$ cat src/rtl/irq_arb_pkg.sv
package irq_arb_pkg;
  // Exception sources, in precedence order (index 0 is taken first).
  localparam int EXC_N   = 6;
  localparam int EXC_BRK = 0;
  localparam int EXC_TRC = 1;
  localparam int EXC_STK = 2;
  localparam int EXC_DIV = 3;
  localparam int EXC_URT = 4;
  localparam int EXC_NMI = 5;
  // Vector space: codes below EVT_BASE are exceptions, events start at EVT_BASE.
  localparam int EVT_BASE = 16;
endpackage

$ cat src/rtl/irq_exc_latch.sv
module irq_exc_latch
  import irq_arb_pkg::*;
(
  input  logic             clk,
  input  logic             rst_n,
  input  logic [EXC_N-1:0] raw,
  input  logic             ack_en,
  output logic             any,
  output logic [EXC_N-1:0] grant
);
  logic [EXC_N-1:0] pend_q;
  logic [EXC_N-1:0] cand;
  logic [EXC_N-1:0] pend_d;

  always_comb begin
    cand  = pend_q | raw;
    grant = '0;
    for (int i = EXC_N - 1; i >= 0; i--) begin
      if (cand[i]) grant = EXC_N'(1) << i;
    end
    any    = |cand;
    pend_d = cand & ~(ack_en ? grant : '0);
  end

  always_ff @(posedge clk or negedge rst_n) begin
    if (!rst_n) pend_q <= '0;
    else        pend_q <= pend_d;
  end

  AST_GRANT_ONEHOT: assert property (@(posedge clk) disable iff (!rst_n)
    $onehot0(grant));

  for (genvar g = 0; g < EXC_N; g++) begin : g_chk
    AST_PEND_HOLD: assert property (@(posedge clk) disable iff (!rst_n)
      (cand[g] && !(ack_en && grant[g])) |=> pend_q[g]);
    AST_PEND_CLEAR: assert property (@(posedge clk) disable iff (!rst_n)
      (ack_en && grant[g]) |=> !pend_q[g]);
  end
endmodule

$ cat src/rtl/irq_stk_watch.sv
module irq_stk_watch #(
  parameter int          SP_W  = 16,
  parameter logic [15:0] LIMIT = 16'h0080
) (
  input  logic            clk,
  input  logic            rst_n,
  input  logic [SP_W-1:0] sp,
  output logic            fire
);
  localparam logic [SP_W-1:0] LIM = SP_W'(LIMIT);

  logic armed_q;
  logic above;

  assign above = (sp >= LIM);
  assign fire  = armed_q && !above;

  always_ff @(posedge clk or negedge rst_n) begin
    if (!rst_n) armed_q <= 1'b0;
    else        armed_q <= above;
  end

  AST_STK_ONCE: assert property (@(posedge clk) disable iff (!rst_n)
    fire |=> !fire);
  AST_STK_BELOW: assert property (@(posedge clk) disable iff (!rst_n)
    fire |-> (sp < LIM));
endmodule

$ cat src/rtl/irq_evt_sel.sv
module irq_evt_sel #(
  parameter int N  = 8,
  parameter int PW = 4
) (
  input  logic                 clk,
  input  logic                 rst_n,
  input  logic [N-1:0]         req,
  input  logic [N*PW-1:0]      pri,
  input  logic [PW-1:0]        cur,
  output logic                 any,
  output logic [$clog2(N)-1:0] idx,
  output logic [PW-1:0]        wpri
);
  localparam int IW = $clog2(N);

  logic [N-1:0] elig;

  always_comb begin
    for (int i = 0; i < N; i++) begin
      elig[i] = req[i] && (pri[i*PW +: PW] > cur);
    end
    any  = 1'b0;
    idx  = '0;
    wpri = '0;
    for (int i = 0; i < N; i++) begin
      if (elig[i] && (!any || pri[i*PW +: PW] > wpri)) begin
        any  = 1'b1;
        idx  = IW'(i);
        wpri = pri[i*PW +: PW];
      end
    end
  end

  AST_EVT_ABOVE: assert property (@(posedge clk) disable iff (!rst_n)
    any |-> (wpri > cur));
  AST_EVT_REQ: assert property (@(posedge clk) disable iff (!rst_n)
    any |-> req[idx]);
endmodule

$ cat src/rtl/irq_arbiter.sv
module irq_arbiter
  import irq_arb_pkg::*;
#(
  parameter int          N_EVT    = 8,
  parameter int          PRI_W    = 4,
  parameter int          SP_W     = 16,
  parameter logic [15:0] SP_LIMIT = 16'h0080
) (
  input  logic                     clk,
  input  logic                     rst_n,
  input  logic                     core_rdy,
  input  logic                     brk_req,
  input  logic                     trace_req,
  input  logic                     div0_req,
  input  logic                     nmi_req,
  input  logic                     reti_exec,
  input  logic                     user_mode,
  input  logic [SP_W-1:0]          sp,
  input  logic [N_EVT-1:0]         evt_req,
  input  logic [N_EVT*PRI_W-1:0]   evt_pri,
  input  logic [PRI_W-1:0]         cur_pri,
  output logic                     take,
  output logic [$clog2(EVT_BASE+N_EVT)-1:0] vec,
  output logic [PRI_W-1:0]         new_pri
);
  localparam int VEC_W = $clog2(EVT_BASE + N_EVT);
  localparam int IW    = $clog2(N_EVT);

  logic             stk_fire;
  logic [EXC_N-1:0] exc_raw;
  logic             exc_any;
  logic [EXC_N-1:0] exc_grant;
  logic             evt_any;
  logic [IW-1:0]    evt_idx;
  logic [PRI_W-1:0] evt_wpri;
  logic [VEC_W-1:0] exc_code;

  irq_stk_watch #(.SP_W(SP_W), .LIMIT(SP_LIMIT)) u_stk (
    .clk(clk), .rst_n(rst_n), .sp(sp), .fire(stk_fire)
  );

  always_comb begin
    exc_raw          = '0;
    exc_raw[EXC_BRK] = brk_req;
    exc_raw[EXC_TRC] = trace_req;
    exc_raw[EXC_STK] = stk_fire;
    exc_raw[EXC_DIV] = div0_req;
    exc_raw[EXC_URT] = reti_exec && user_mode;
    exc_raw[EXC_NMI] = nmi_req;
  end

  irq_exc_latch u_exc (
    .clk(clk), .rst_n(rst_n), .raw(exc_raw), .ack_en(core_rdy),
    .any(exc_any), .grant(exc_grant)
  );

  irq_evt_sel #(.N(N_EVT), .PW(PRI_W)) u_evt (
    .clk(clk), .rst_n(rst_n), .req(evt_req), .pri(evt_pri), .cur(cur_pri),
    .any(evt_any), .idx(evt_idx), .wpri(evt_wpri)
  );

  // Exception code = precedence index + 1.
  always_comb begin
    exc_code = '0;
    for (int i = 0; i < EXC_N; i++) begin
      if (exc_grant[i]) exc_code = VEC_W'(i + 1);
    end
  end

  always_comb begin
    take    = core_rdy && (exc_any || evt_any);
    vec     = '0;
    new_pri = '0;
    if (take) begin
      if (exc_any) begin
        vec     = exc_code;
        new_pri = '1;
      end else begin
        vec     = VEC_W'(EVT_BASE) + VEC_W'(evt_idx);
        new_pri = evt_wpri;
      end
    end
  end

  AST_EXC_FIRST: assert property (@(posedge clk) disable iff (!rst_n)
    (take && exc_any) |-> (vec < VEC_W'(EVT_BASE)));
  AST_EVT_PRI_UP: assert property (@(posedge clk) disable iff (!rst_n)
    (take && vec >= VEC_W'(EVT_BASE)) |-> (new_pri > cur_pri));
  AST_RDY_GATE: assert property (@(posedge clk) disable iff (!rst_n)
    (!core_rdy && exc_any) |=> exc_any);
endmodule

$ cat config.mk
export PLATFORM = sky130hd
export DESIGN_NAME = irq_arbiter
export DESIGN_NICKNAME = d
export VERILOG_FILES = /design/src/rtl/irq_arb_pkg.sv /design/src/rtl/irq_exc_latch.sv /design/src/rtl/irq_stk_watch.sv /design/src/rtl/irq_evt_sel.sv /design/src/rtl/irq_arbiter.sv
export SDC_FILE = /design/constraint.sdc
export NUM_CORES = 1
export LEC_CHECK = 0
export ABC_CLOCK_PERIOD_IN_PS = 11000
export BUFFER_PORTS_ARGS = -buffer_cell sky130_fd_sc_hd__buf_2
export CAP_MARGIN = 40
export CORE_ASPECT_RATIO = 1.2
export CORE_UTILIZATION = 45
export CTS_CLUSTER_DIAMETER = 30
export CTS_CLUSTER_SIZE = 24
export DETAILED_ROUTE_END_ITERATION = 12
export PLACE_DENSITY = 0.75
export SETUP_SLACK_MARGIN = 0.1
export SYNTH_ARGS = -nofsm -noshare
export SYNTH_HDL_FRONTEND = slang
export SYNTH_SLANG_ARGS = --single-unit
$ cat constraint.sdc
create_clock -name clk -period 11 [get_ports clk]
set_input_delay 0 -clock clk [delete_from_list [all_inputs] [get_ports clk]]
set_output_delay 0 -clock clk [all_outputs]
set_load 0.005 [all_outputs]
==> results.cfg, run 1 <==
[run_status]
status = complete, but fails checks
violations = negative setup slack

[setup_path]
cp-start-kind = input pin
max_stage_delay_ns = 0.37
critPathMostFrequentCell = sky130_fd_sc_hd__o21a_1
rrSetupSlack_ns = 9.69
cpMaxStageDelayCell = sky130_fd_sc_hd__a311o_1
timing.critical_path.fanout_max = 7
cp_data_required_time_ns = 11.00
setup.worst_path.end_class = primary output
cp_data_arrival_time_ns = 11.04
worst_path_class_setup = input pin to primary output

[pwr]
p_leak_nw = 1.661
cell_int_power_uw = 184.1
power.share.combinational_pct = 80.7
power_per_cell_area_nw_per_um2 = 92.12
vdd.ir_drop.worst_v = 0.00004382
total_switching_power_uw = 146.9
clockPowerShare_pct = 11.1
power.share.switching_pct = 44.38
power.share.sequential_pct = 8.2

[floorplan]
floorplan.initialDensity_pct = 47.91
fp.dieW_um = 69.13
die-area_um2 = 5707
placement_rows = 28
core-area_um2 = 5080
floorplan.io_pins = 79
die_y_um = 82.56

[placement]
finalWeightedCongestion = 0.8298
dpl.hpwl_um = 5782
setup_ws_pre_cts_ns = -0.2733
port_buffers = 70

[cells_and_area]
commonest_cells_after_routing_fill_and_taps_aside = sky130_fd_sc_hd__buf_2, sky130_fd_sc_hd__ha_1, sky130_fd_sc_hd__buf_4, sky130_fd_sc_hd__nand2_1, sky130_fd_sc_hd__nor2_1
nets = 544
multi_input_comb_area_um2 = 2542
layout-drive-gt1-share_pct = 41.79
num_antenna_cells = 0
seq_area_um2 = 175.2
syn_to_final_growth_pct = 47.66
num-fill-cells = 403
layout_commonest_cell = sky130_fd_sc_hd__buf_2

[grt]
globalRoute.busiestLayer = met2
grtUsageMet1_pct = 26.09
globalRouteTotalUtil_pct = 24.35
grtUsageMet2_pct = 48.83
globalRoute.totalOverflow = 0
largest_net_degree_at_the_start_of_global_routing = 15
globalRouteMet3Util_pct = 2.791
grt_pass1_wl_um = 11390
antenna_found_initial = 0
grt_pass1_vias = 2696

[logic_synthesis]
most_instantiated_flip_flop_cell_in_the_synthesis_netlist = sky130_fd_sc_hd__dfrtp_1
cell_area_after_synthesis_um2 = 2434
post_synth.cell_area_avg_um2 = 7.953
postSynthCellCount = 306
seq_area_frac_synth_pct = 7.198
post_synthesis_cell_type_count = 56
synth-seq-cells = 7
synth-edff-count = 0
fraction_of_registers_with_async_set_or_reset_after_synthesis_pct = 100.0
synthesis.nets = 435
yosysWarnings = 0

[clock_tree]
clock_buffers_created_by_tritoncts = 3
clock-root-buffer = sky130_fd_sc_hd__clkbuf_8
ctsHtreeMaxLevel = 1
tritoncts = done
cts_buffer_depth = 2
cts.clk_slew.worst_paths_ns = 0.04
clock_sink_count = 7
later_pin_clock_latency_in_the_skew_report_ns = 0.23

[routing]
vias = 3022
viasPerCell = 6.376
drt_iter0_drc = 169
drt-wirelength-per-cell_um = 17.52
ant_nets = 0
detailedRoute.firstPassIterationCount = 5
route.final.wire_length_um = 8305
drc = 0

[job]
maxCapViolCount = 0

[sta]
worst_slew_margin_rel_pct = 59.90
final.setup.worst_slack_ns = -0.04400
worstMarginPinSlew_ns = 0.5988
slew_viol_final = 0
finalSetupTns_ns = -0.07942
final.setup_skew_ns = 0.005051
final_hold_viol_count = 0
rsz_0062_raised_after_global_routing = yes
fmax_mhz = 90.55
finalCritPeriodShare_pct = 100.4
final_period_minus_worst_setup_slack_ns = 11.04
setup-violations-final = 2

[worst_hold_path]
worstHoldPathType = input pin to register
-- cell usage after synthesis, types with 2 or more instances --
master | number | share of area, %
sky130_fd_sc_hd__a21oi_2 | 2 | 0.72
sky130_fd_sc_hd__nor2b_1 | 11 | 2.8
sky130_fd_sc_hd__o2bb2ai_1 | 3 | 1.1
sky130_fd_sc_hd__a31oi_1 | 4 | 1.0
sky130_fd_sc_hd__o21ai_1 | 2 | 0.41
sky130_fd_sc_hd__nor2_2 | 2 | 0.51
sky130_fd_sc_hd__o211a_1 | 2 | 0.82
sky130_fd_sc_hd__nand3_1 | 7 | 1.4
sky130_fd_sc_hd__o31a_1 | 2 | 0.72
sky130_fd_sc_hd__a41oi_1 | 2 | 0.72
sky130_fd_sc_hd__and2_1 | 5 | 1.3
sky130_fd_sc_hd__o22ai_1 | 4 | 1.0
sky130_fd_sc_hd__a21boi_1 | 3 | 0.93
sky130_fd_sc_hd__a21oi_1 | 19 | 3.9
sky130_fd_sc_hd__a21o_1 | 8 | 2.5
sky130_fd_sc_hd__o311a_1 | 2 | 0.82
sky130_fd_sc_hd__nand2_1 | 22 | 3.4
sky130_fd_sc_hd__o221ai_1 | 6 | 2.2
sky130_fd_sc_hd__a311o_1 | 3 | 1.2
sky130_fd_sc_hd__and3_1 | 2 | 0.51
sky130_fd_sc_hd__a32oi_1 | 2 | 0.72
sky130_fd_sc_hd__nand4_1 | 13 | 3.3
sky130_fd_sc_hd__o21ai_0 | 5 | 1.0
sky130_fd_sc_hd__o211ai_1 | 7 | 2.2
sky130_fd_sc_hd__nand2b_1 | 11 | 2.8
sky130_fd_sc_hd__ha_1 | 60 | 31
sky130_fd_sc_hd__nor2_1 | 20 | 3.1
sky130_fd_sc_hd__dfrtp_1 | 7 | 7.2
sky130_fd_sc_hd__nor3_1 | 2 | 0.41
sky130_fd_sc_hd__a22o_1 | 4 | 1.4
sky130_fd_sc_hd__a211oi_1 | 4 | 1.2
sky130_fd_sc_hd__buf_2 | 4 | 0.82
sky130_fd_sc_hd__inv_1 | 19 | 2.9
sky130_fd_sc_hd__o21a_1 | 15 | 4.6
-- final timing paths --
path,from,to,cells past startpoint
worst max-delay path,evt_pri[1],new_pri[0],62
worst min-delay path,sp[14],u_stk.armed_q,3
worst max register to register,u_exc.pend_q[2],u_exc.pend_q[5],4
worst min register to register,u_exc.pend_q[3],u_exc.pend_q[3],2
max in group asynchronous,rst_n,u_stk.armed_q,2
min in group asynchronous,rst_n,u_exc.pend_q[3],2
-- kinds of logic (layout without fill, tap and decap cells) --
logic type	Yosys count	in the layout	share of synthesized area [%]
adders and majority gates	60	60	30.85
and+or+nand+nor	103	104	22.37
other	1	1	0.1541
buffers and inverters	25	131	4.216
AOI/OAI and AO/OA	110	111	35.22
DFF	7	7	7.198
-- per-layer routing --
metal | vias up | wire [um] | part of all wire [%]
li1 | 1412 | - | -
met1 | 1431 | 3109 | 37
met2 | 148 | 4395 | 53
met3 | 31 | 503 | 6.1
met4 | 0 | 297 | 3.6
met5 | - | 0 | 0
-- state kept, by name, indices dropped and copies added (netlist names) --
register       flops
u_exc.pend_q       6
u_stk.armed_q      1
-- power groups by stage --
stage / combinational, mW / sequential, mW / clock, mW
after floorplan: 0.132 / 0.0274 / 0
after global placement: 0.178 / 0.0274 / 0
after detailed placement: 0.184 / 0.0275 / 0
after CTS: 0.194 / 0.0271 / 0.0377
after global routing: 0.291 / 0.0271 / 0.0388
final: 0.267 / 0.0271 / 0.0367
-- per-stage QoR --
step | hold slack (ns) | util [%] | instance area, um^2 | cells | power [mW]
floorplan | -0.2956 | - | 2434 | 306 | 0.1597
global placement | -0.1651 | 57.00 | 2895 | 439 | 0.2051
detailed placement | -0.1614 | 57.00 | 2895 | 439 | 0.2118
CTS | 0.01443 | 59.98 | 3047 | 450 | 0.2591
global route | 0.02203 | 70.74 | 3593 | 474 | 0.3569
finish | 0.006844 | 70.74 | 3593 | 474 | 0.3310
-- repair_timing --
action,in CTS,in global routing
pin swaps,1,32
endpoints found under the setup margin,7,7
buffers inserted,3,22
hold endpoints to repair,9,0
gates cloned,0,2
gates resized for setup,8,66
hold buffers,4,0
-- area by class of cell --
class / count / area share [%]
multi-input cells: 276 / 70.75
repair buffers: 108 / 18.98
flip-flops and latches: 7 / 4.875
well taps: 60 / 2.089
inverters: 19 / 2.054
clock buffers: 4 / 1.253
-- critical path: cells and delay by family --
family	cells	cell delay, ns
AND/OR/NAND/NOR	13	1.58
buffers and inverters	7	0.97
AO/OA/AOI/OAI	34	6.34
adder cells (fa/ha/maj)	8	2.16
(Power assumes the default switching activity.)
==> run 2, diff against run 1 <==
Settings changed: CORE_UTILIZATION 45 to 48, PLACE_DENSITY 0.75 to 0.79, SKIP_CTS_REPAIR_TIMING from default to 1.
==> results.cfg, run 2 (same netlist as run 1, synthesis figures left out) <==
[floorplan]
fp.dieW_um = 67
floorplan.io_pins = 79
core-area_um2 = 4905
placement_rows = 28
die_y_um = 80
floorplan.initialDensity_pct = 49.62
die-area_um2 = 5360

[sta]
final_hold_viol_count = 1
final_period_minus_worst_setup_slack_ns = 10.72
final.setup.worst_slack_ns = 0.2831
finalCritPeriodShare_pct = 97.43
slew_viol_final = 0
worst_slew_margin_rel_pct = 66.76
final.setup_skew_ns = 0.001273
hold-worst-slack_ns = -0.02003
worstMarginPinSlew_ns = 0.4967
fmax_mhz = 93.31
setup-violations-final = 0

[grt]
globalRoute.totalOverflow = 0
largest_net_degree_at_the_start_of_global_routing = 15
grt_pass1_wl_um = 10830
grt_pass1_vias = 2478
globalRoute.busiestLayer = met2
globalRouteMet3Util_pct = 1.571
antenna_found_initial = 0
grtUsageMet2_pct = 50.40
grtUsageMet1_pct = 28.89
globalRouteTotalUtil_pct = 25.92

[routing]
vias = 2907
drt_iter0_drc = 138
route.final.wire_length_um = 7755
drc = 0
detailedRoute.firstPassIterationCount = 5
ant_nets = 0
viasPerCell = 6.225
drt-wirelength-per-cell_um = 16.61

[clock_tree]
ctsHtreeMaxLevel = 1
cts_buffer_depth = 2
clock_sink_count = 7
later_pin_clock_latency_in_the_skew_report_ns = 0.23
clock_buffers_created_by_tritoncts = 3
cts.clk_slew.worst_paths_ns = 0.04
clock-root-buffer = sky130_fd_sc_hd__clkbuf_8
tritoncts = done

[cells_and_area]
stdcell_count = 467
largest_reg_flops = 6
num_antenna_cells = 0
nets = 537
commonest_cells_after_routing_fill_and_taps_aside = sky130_fd_sc_hd__buf_2, sky130_fd_sc_hd__ha_1, sky130_fd_sc_hd__buf_4, sky130_fd_sc_hd__nand2_1, sky130_fd_sc_hd__nor2_1
registers.top_by_ff_count = u_exc.pend_q
reg.largest.list = u_exc.pend_q x6, u_stk.armed_q x1
layout-drive-gt1-share_pct = 41.52
layout_commonest_cell = sky130_fd_sc_hd__buf_2
num-fill-cells = 401
syn_to_final_growth_pct = 44.68

[placement]
finalWeightedCongestion = 0.8484
dpl.hpwl_um = 5806
port_buffers = 70
post-place-cells = 442
setup_ws_pre_cts_ns = -0.05939

[pwr]
power.share.switching_pct = 44.32
cell_int_power_uw = 176.6
vdd.ir_drop.worst_v = 0.00004349
power.share.sequential_pct = 8.5
power_per_cell_area_nw_per_um2 = 90.09
clockPowerShare_pct = 11.8
p_leak_nw = 1.630
power.share.combinational_pct = 79.7
total_switching_power_uw = 140.6

[setup_path]
worst_path_class_setup = input pin to primary output
r2r.worst_path.cells = 4
max_stage_delay_ns = 0.38
timing.critical_path.fanout_max = 8
cp_data_required_time_ns = 11.00
critPathMostFrequentCell = sky130_fd_sc_hd__o21a_1
rr_endpoint = u_exc.pend_q[5]
setup.worst_path.end_class = primary output
critical_path.reg2reg.startpoint = u_exc.pend_q[2]
rrSetupSlack_ns = 9.68
cp_data_arrival_time_ns = 10.72
cp-start-kind = input pin
cpMaxStageDelayCell = sky130_fd_sc_hd__a311o_1

[run_status]
violations = negative hold slack
status = complete, but fails checks

[job]
maxCapViolCount = 0

[worst_hold_path]
worst_hold_path_cells = 3
worstHoldPathType = input pin to register
hold_critical_path_endpoint = u_stk.armed_q
worst_hold_startpoint = sp[13]
run 2: power groups by stage:
| stage | combinational [mW] | clock (mW) | sequential [mW] |
|---|---|---|---|
| 2_1_floorplan | 0.132 | 0 | 0.0274 |
| 3_3_place_gp | 0.180 | 0 | 0.0274 |
| 3_5_place_dp | 0.187 | 0 | 0.0275 |
| 4_1_cts | 0.188 | 0.0373 | 0.0271 |
| 5_1_grt | 0.276 | 0.0391 | 0.0272 |
| 6_report | 0.253 | 0.0373 | 0.0271 |
run 2: how the worst max path moves through the flow:
stage | start | endpoint | slack (ns) | cells past startpoint
after floorplan | cur_pri[3] | vec[1] | 0.68 | 60
after global placement | evt_pri[1] | new_pri[1] | 0.24 | 61
after detailed placement | cur_pri[1] | new_pri[3] | -0.06 | 63
after CTS | cur_pri[1] | new_pri[1] | -0.13 | 63
after global routing | evt_pri[3] | new_pri[0] | -0.14 | 60
final | cur_pri[1] | new_pri[0] | 0.28 | 62
run 2: layer usage:
layer	vias up	wire length, um	part of all wire [%]
li1	1394	-	-
met1	1342	2885	37
met2	133	4121	53
met3	38	448	5.8
met4	0	300	3.9
met5	-	0	0
run 2: final cells by class:
type	count	area (um^2)	share of cell area, %
flip-flops and latches	7	175.2	4.975
repair buffers	102	629.4	17.87
well taps	60	75.07	2.132
clock buffers	3	41.29	1.173
multi-input cells	275	2524	71.68
inverters	19	71.32	2.026
clock inverters	1	5.005	0.1421
run 2: stage by stage:
step	util (%)	area [um^2]	hold slack (ns)	setup TNS (ns)	total power [mW]
2_1_floorplan	-	2434	-0.2956	0	0.1597
3_3_place_gp	59.49	2918	-0.1646	0	0.2069
3_5_place_dp	59.49	2918	-0.1559	-0.2032	0.2142
4_1_cts	60.43	2964	-0.4017	-0.5229	0.2525
5_1_grt	71.79	3521	0.006605	-0.4995	0.3420
6_report	71.79	3521	-0.02003	0	0.3172
run 2: critical path, delay by kind of cell:
family / cells / cell delay (ns)
AOI/OAI and AO/OA: 34 / 6.22
adders and majority gates: 8 / 1.87
and+or+nand+nor: 13 / 1.78
buffers and inverters: 7 / 0.81
